<file path="src/rtl/rsb_pkg.sv">
package rsb_pkg;

    localparam int FLAG_W   = 8;
    localparam int FLG_SIGN = 7;
    localparam int FLG_ZERO = 6;
    localparam int FLG_RSV5 = 5;
    localparam int FLG_HALF = 4;
    localparam int FLG_RSV3 = 3;
    localparam int FLG_PAR  = 2;
    localparam int FLG_SUB  = 1;
    localparam int FLG_CARRY = 0;

    typedef enum logic [2:0] {
        VAR_ROL_CIRC  = 3'd0,
        VAR_ROR_CIRC  = 3'd1,
        VAR_ROL_CARRY = 3'd2,
        VAR_ROR_CARRY = 3'd3,
        VAR_SHL_ZERO  = 3'd4,
        VAR_SHR_ARITH = 3'd5,
        VAR_SHL_ONE   = 3'd6,
        VAR_SHR_LOGIC = 3'd7
    } variant_e;

    typedef enum logic [1:0] {
        CLS_SHIFT = 2'd0,
        CLS_TEST  = 2'd1,
        CLS_CLEAR = 2'd2,
        CLS_SET   = 2'd3
    } class_e;

endpackage

</file>
<file path="src/rtl/rsb_shifter.sv">
module rsb_shifter
    import rsb_pkg::*;
#(
    parameter int DATA_W = 8
) (
    input  logic [DATA_W-1:0] operand_i,
    input  logic              carry_i,
    input  variant_e          variant_i,
    output logic [DATA_W-1:0] result_o,
    output logic              carry_o
);

    logic msb;
    logic lsb;
    logic fill;
    logic go_left;

    assign msb = operand_i[DATA_W-1];
    assign lsb = operand_i[0];

    // Direction and the bit entering the vacated end, per variant.
    always_comb begin
        unique case (variant_i)
            VAR_ROL_CIRC:  begin go_left = 1'b1; fill = msb;     end
            VAR_ROR_CIRC:  begin go_left = 1'b0; fill = lsb;     end
            VAR_ROL_CARRY: begin go_left = 1'b1; fill = carry_i; end
            VAR_ROR_CARRY: begin go_left = 1'b0; fill = carry_i; end
            VAR_SHL_ZERO:  begin go_left = 1'b1; fill = 1'b0;    end
            VAR_SHR_ARITH: begin go_left = 1'b0; fill = msb;     end
            VAR_SHL_ONE:   begin go_left = 1'b1; fill = 1'b1;    end
            VAR_SHR_LOGIC: begin go_left = 1'b0; fill = 1'b0;    end
        endcase
    end

    always_comb begin
        if (go_left) begin
            result_o = {operand_i[DATA_W-2:0], fill};
            carry_o  = msb;
        end else begin
            result_o = {fill, operand_i[DATA_W-1:1]};
            carry_o  = lsb;
        end
    end

endmodule

</file>
<file path="src/rtl/rsb_bitops.sv">
module rsb_bitops #(
    parameter int DATA_W = 8,
    localparam int IDX_W = $clog2(DATA_W)
) (
    input  logic [DATA_W-1:0] operand_i,
    input  logic [IDX_W-1:0]  idx_i,
    output logic [DATA_W-1:0] cleared_o,
    output logic [DATA_W-1:0] setted_o,
    output logic              tested_o
);

    logic [DATA_W-1:0] onehot;

    // One decoder leg per bit position.
    for (genvar b = 0; b < DATA_W; b++) begin : g_dec
        assign onehot[b]    = (idx_i == IDX_W'(b));
        assign cleared_o[b] = operand_i[b] & ~onehot[b];
        assign setted_o[b]  = operand_i[b] |  onehot[b];
    end

    assign tested_o = |(operand_i & onehot);

endmodule

</file>
<file path="src/rtl/rsb_flags.sv">
module rsb_flags
    import rsb_pkg::*;
#(
    parameter int DATA_W = 8
) (
    input  class_e            class_i,
    input  logic [FLAG_W-1:0] flags_i,
    input  logic [DATA_W-1:0] shift_res_i,
    input  logic              shift_carry_i,
    input  logic              tested_i,
    output logic [FLAG_W-1:0] flags_o
);

    logic even_ones;

    assign even_ones = ~^shift_res_i;

    always_comb begin
        flags_o = flags_i;
        unique case (class_i)
            CLS_SHIFT: begin
                flags_o            = '0;
                flags_o[FLG_SIGN]  = shift_res_i[DATA_W-1];
                flags_o[FLG_ZERO]  = (shift_res_i == '0);
                flags_o[FLG_PAR]   = even_ones;
                flags_o[FLG_CARRY] = shift_carry_i;
            end
            CLS_TEST: begin
                flags_o[FLG_ZERO] = ~tested_i;
                flags_o[FLG_HALF] = 1'b1;
                flags_o[FLG_SUB]  = 1'b0;
            end
            CLS_CLEAR, CLS_SET: flags_o = flags_i;
        endcase
    end

endmodule

</file>
<file path="src/rtl/rsb_unit.sv">
module rsb_unit
    import rsb_pkg::*;
#(
    parameter int DATA_W = 8,
    localparam int IDX_W = $clog2(DATA_W)
) (
    input  logic [DATA_W-1:0] operand_i,
    input  logic [FLAG_W-1:0] flags_i,
    input  logic [2:0]        variant_i,
    input  logic [1:0]        class_i,
    input  logic [IDX_W-1:0]  bit_idx_i,
    output logic [DATA_W-1:0] result_o,
    output logic [FLAG_W-1:0] flags_o,
    output logic              wr_en_o
);

    class_e            cls;
    variant_e          var_sel;
    logic [DATA_W-1:0] shift_res;
    logic              shift_carry;
    logic [DATA_W-1:0] cleared;
    logic [DATA_W-1:0] setted;
    logic              tested;

    assign cls     = class_e'(class_i);
    assign var_sel = variant_e'(variant_i);

    rsb_shifter #(.DATA_W(DATA_W)) u_shift (
        .operand_i (operand_i),
        .carry_i   (flags_i[FLG_CARRY]),
        .variant_i (var_sel),
        .result_o  (shift_res),
        .carry_o   (shift_carry)
    );

    rsb_bitops #(.DATA_W(DATA_W)) u_bits (
        .operand_i (operand_i),
        .idx_i     (bit_idx_i),
        .cleared_o (cleared),
        .setted_o  (setted),
        .tested_o  (tested)
    );

    rsb_flags #(.DATA_W(DATA_W)) u_flags (
        .class_i       (cls),
        .flags_i       (flags_i),
        .shift_res_i   (shift_res),
        .shift_carry_i (shift_carry),
        .tested_i      (tested),
        .flags_o       (flags_o)
    );

    always_comb begin
        unique case (cls)
            CLS_SHIFT: begin result_o = shift_res; wr_en_o = 1'b1; end
            CLS_TEST:  begin result_o = operand_i; wr_en_o = 1'b0; end
            CLS_CLEAR: begin result_o = cleared;   wr_en_o = 1'b1; end
            CLS_SET:   begin result_o = setted;    wr_en_o = 1'b1; end
        endcase
    end

endmodule

</file>
<file path="config.mk">
export PLATFORM = sky130hd
export DESIGN_NAME = rsb_unit
export DESIGN_NICKNAME = d
export VERILOG_FILES = /design/src/rtl/rsb_pkg.sv /design/src/rtl/rsb_shifter.sv /design/src/rtl/rsb_bitops.sv /design/src/rtl/rsb_flags.sv /design/src/rtl/rsb_unit.sv
export SDC_FILE = /design/constraint.sdc
export NUM_CORES = 1
export LEC_CHECK = 0
export CAP_MARGIN = 25
export CELL_PAD_IN_SITES_DETAIL_PLACEMENT = 1
export CELL_PAD_IN_SITES_GLOBAL_PLACEMENT = 1
export CORE_MARGIN = 8
export CORE_UTILIZATION = 49
export DETAILED_ROUTE_END_ITERATION = 16
export DONT_BUFFER_PORTS = 1
export GPL_TIMING_DRIVEN = 0
export PLACE_DENSITY_LB_ADDON = 0.3
export SLEW_MARGIN = 10
export SYNTH_ARGS = -nofsm -noshare
export SYNTH_HDL_FRONTEND = slang
export SYNTH_SLANG_ARGS = --single-unit
</file>
<file path="constraint.sdc">
create_clock -name vclk -period 2.25
set_clock_uncertainty 0.15 [all_clocks]
set_input_delay 0.1125 -clock vclk [all_inputs]
set_output_delay 0.1125 -clock vclk [all_outputs]
set_load 0.01 [all_outputs]
</file>
# Yosys cells after proc, flatten, opt, wreduce, memory -nomap -nowiden
# Index checks and enable logic that the tools add are counted.
# word_totals
latchBits,0
mem_count,0
regBits,0
mem_bits_rw,0
romBits,0
inputBits,24
# classes
n_reduce_logical,14
n_mul,0
n_shift,0
mux,13
addsub,0
eq_ne,17
div_mod_pow,0
bitwise,26
magnitude_cmp,0
# op_table
op,count
$pmux W8 S4,1
$eq A3 B3 Y1 const B,8
$eq A3 B2 Y1 const B,4
$reduce_or A2 Y1,5
$not A1 Y1,9
$and A1 B1 Y1,8
$and A8 B8 Y8,1
$logic_not A8 Y1,1
$mux W8,1
$or A1 B1 Y1,8
$reduce_or A4 Y1,2
$reduce_or A8 Y1,1
$reduce_xnor A8 Y1,1
$eq A3 B1 Y1 const B,2
$logic_not A3 Y1,2
$pmux W1 S2,3
$pmux W1 S3,2
$pmux W1 S5,1
$eq A2 B2 Y1 const B,2
$mux W1,4
$reduce_or A3 Y1,1
$eq A2 B1 Y1 const B,1
$logic_not A2 Y1,1
$mux W2,1

# Logic depth before layout (Yosys ltp)
# logic_depth
word_depth,6
ltp_mapped,9
mapped_depth_nobuf,8

# Cells and area by module
# From an unflattened synthesis, not the netlist that was laid out.
# unflattened
cells_unflattened,86
area_unflattened_um2,844.6
# modules_own_cells
mod,area_each_um2,instances,cells_each,seq_area_each_um2
rsb_bitops,241.5,1,31,0.0
rsb_flags,227.7,1,26,0.0
rsb_unit,203.9,1,11,0.0
rsb_shifter,171.4,1,18,0.0

# Least setup slack after synthesis
# OpenSTA, ideal clock, no wires.
# synth_timing
path_kind,in2out
start,input port variant_i[0]
end,output port flags_o[2]
required_time_ns,1.987
path_buffers,1
cell_stages,7
path_slack_ns,0.475
arrival_time_ns,1.512
path_cell_list,buf_4 -> inv_1 -> o311a_1 -> ha_1 -> xor2_1 -> xnor2_1 -> o21ai_0
# synth_via
elab_chain_len,6
elab_cells_between_ends,18
classes_between,7 x eq/ne; 4 x mux; 7 x reduce/logical
# synth_rtl
item,line_no,text
"start, declared",rsb_unit.sv:9,"input logic [2:0] variant_i,"
"$eq A3 B3 Y1, or another cell as far along",rsb_shifter.sv:23,unique case (variant_i)
$reduce_or A2 Y1 (no line) or $reduce_or A4 Y1 (tied branches),--,
$pmux W1 S5 or $pmux W1 S2 (tied branches),rsb_shifter.sv:23,
$mux W8 (*),rsb_shifter.sv:36,if (go_left) begin
$reduce_xnor A8 Y1 (*),rsb_flags.sv:16,assign even_ones = ~^shift_res_i;
$mux W2 (*),rsb_flags.sv:20,unique case (class_i)
"end, declared",rsb_unit.sv:13,"output logic [FLAG_W-1:0] flags_o,"
# Mark *: on every way between the ends. The rest lies on a longest branch, timed or not.

# Worst setup path in the final report
# Same ends and word-level chain as after synthesis.

==> out/metrics.csv <==
metric,value,unit
number of cell rows,13,
sequential fraction of the synthesis area,0,%
Crit-path slowest cell,ha_1,
crit end category,primary output,
endpoints failing setup,0,
post-route setup TNS,0,ps
Die X,52.3,um
Pleak,0.285,nW
Top Ports,41,
Register Area,0,sq um
ANT cells,0,
die area,2740,sq um
Fill cells,183,
gp weighted congestion,0.849,
sequential cells,0,
YS warnings,0,
Cell variety after synth,32,
via count of the first global-routing pass,781,
min-delay src,class_i[0],
# DRC,0,
CLK BUF,0,
DRT iter0 DRCs,8,
worst-path maximum fanout,10,
Post-Place Cells,108,
Via density,6.75,
most frequent cells in the layout,"nand2_1, mux2i_1, o21ai_0",
Post-CTS Setup Inserts,0,
max_slew headroom,70.6,%
DR WL/cell,20.9,um
largest net degree at the start of global routing,11,
power per cell area,231,nW/um^2
"commonest non-fill, non-tap cell in the layout",nand2_1,
worst hold path stage count,1,
CP cell instances,"buf_4, inv_1, o311ai_0, o21ai_0, ha_1, xnor2_1, xnor2_1, o21ai_0",
# resized after CTS,0,
Tcrit/Tclk final,85.6,%
drt pass-1 iters,4,
Max-cap violations,0,
status,completed,
RSZ-0062 raised after global routing,false,
total global-route track usage,15.5,%
starting density of the core,51.0,%
Crit path required time,1990,ps
Final HPWL DP,1.86,mm
syn avg cell area,6.96,sq um
Placed Area,666,sq um
design area,666,sq um
CP startpoint kind,primary input,
drt total wl,2.26,mm
final std cells w/o fill,108,
hold buffers post-CTS,0,
Worst Tran Pin Value,442,ps
Post-Syn Area,647,sq um
pins over their slew limit,0,
fin nets,123,
Top delay family on crit path,compound AO/OA/AOI/OAI gates,
critical path buffer and inverter count,2,
VDD IR max,0.0766,mV
critical path type,in -> out,
PortBufs,0,
synthesized netlist net count,121,
Hold Path Class,in -> out,
global-route wire length before repair,3.53,mm
final hold vios,0,
"antenna viol nets, final",0,
Mapped Cells,93,
area grow syn2layout,2.90,%
vias after detailed routing,729,
layout cell share with drive strength beyond 1,10.8,%
initial antenna violation count,0,
CP peak stage delay,340,ps
Final min period,1930,ps
hold worst-path end,wr_en_o,
f_max,519,MHz
CP arrival,1660,ps
Congestion Overflow GR,0,
Core Region,1270,sq um
Die Height,52.3,um
-- cells in the mapped netlist --
master | count | area [sq um]
a21boi_0 | 4 | 30.0
a21o_1 | 6 | 45.0
a21oi_1 | 3 | 15.0
a221oi_2 | 1 | 15.0
a2bb2oi_1 | 1 | 8.76
and2_1 | 3 | 18.8
and2b_1 | 1 | 7.51
buf_2 | 5 | 25.0
buf_4 | 1 | 7.51
clkbuf_1 | 2 | 7.51
ha_1 | 4 | 50.1
inv_1 | 2 | 7.51
mux2_4 | 1 | 15.0
mux2i_1 | 9 | 90.1
nand2_1 | 10 | 37.5
nand2b_1 | 3 | 18.8
nand3_1 | 2 | 10.0
nand3b_1 | 2 | 15.0
nand4_1 | 2 | 12.5
nand4b_1 | 2 | 17.5
nor2_1 | 5 | 18.8
o211ai_1 | 2 | 15.0
o21ai_0 | 9 | 45.0
o221ai_1 | 4 | 35.0
o22ai_1 | 1 | 6.26
o311a_1 | 1 | 10.0
o311ai_0 | 1 | 8.76
o31a_1 | 1 | 8.76
o31ai_2 | 1 | 12.5
or2_2 | 1 | 6.26
xnor2_1 | 2 | 17.5
xor2_1 | 1 | 8.76
-- worst max path at each step --
stage / startpoint / end / cells past startpoint
final: variant_i[0] / flags_o[2] / 8
after global routing: variant_i[0] / flags_o[2] / 8
after CTS: variant_i[0] / flags_o[2] / 8
after detailed placement: variant_i[0] / flags_o[2] / 8
after global placement: variant_i[0] / flags_o[2] / 7
after floorplan: variant_i[0] / flags_o[2] / 7
-- layout make-up --
type               count  area (sq um)  area share, %
inverters              2          7.51           1.13
plain buffers          8          40.0           6.02
multi-input cells     83           599           90.0
well taps             15          18.8           2.82
-- cell families after synthesis --
family	after synthesis	synth area share [%]
AO/OA/AOI/OAI	35	39.5
XOR/XNOR	3	4.06
adder cells (fa/ha/maj)	4	7.74
buffers and inverters	10	7.35
multiplexers	10	16.2
AND/OR/NAND/NOR	31	25.1
-- routing by layer --
metal,part of all wire (%),vias to the layer above,GRT usage [%]
li1,-,353,-
met1,40,356,18.2
met4,0,0,1.29
met5,0,-,0
met2,52,20,28.5
met3,7.9,0,3.69
-- per-stage QoR --
stage          worst slack [ps]  util (%)  hold WS, ps  power (W)
3_3_place_gp                365      52.5          199   0.000149
5_1_grt                     188      52.5          201   0.000168
6_report                    325      52.5          195   0.000154
3_5_place_dp                322      52.5          199   0.000155
4_1_cts                     312      52.5          199   0.000155
2_1_floorplan               475         -          183   0.000129
-- power breakdown --
part | internal (W) | switching [W]
logic | 0.0000650 | 0.0000889
clock network | 0 | 0
registers | 0 | 0
Power figures use the tool's default switching activity.
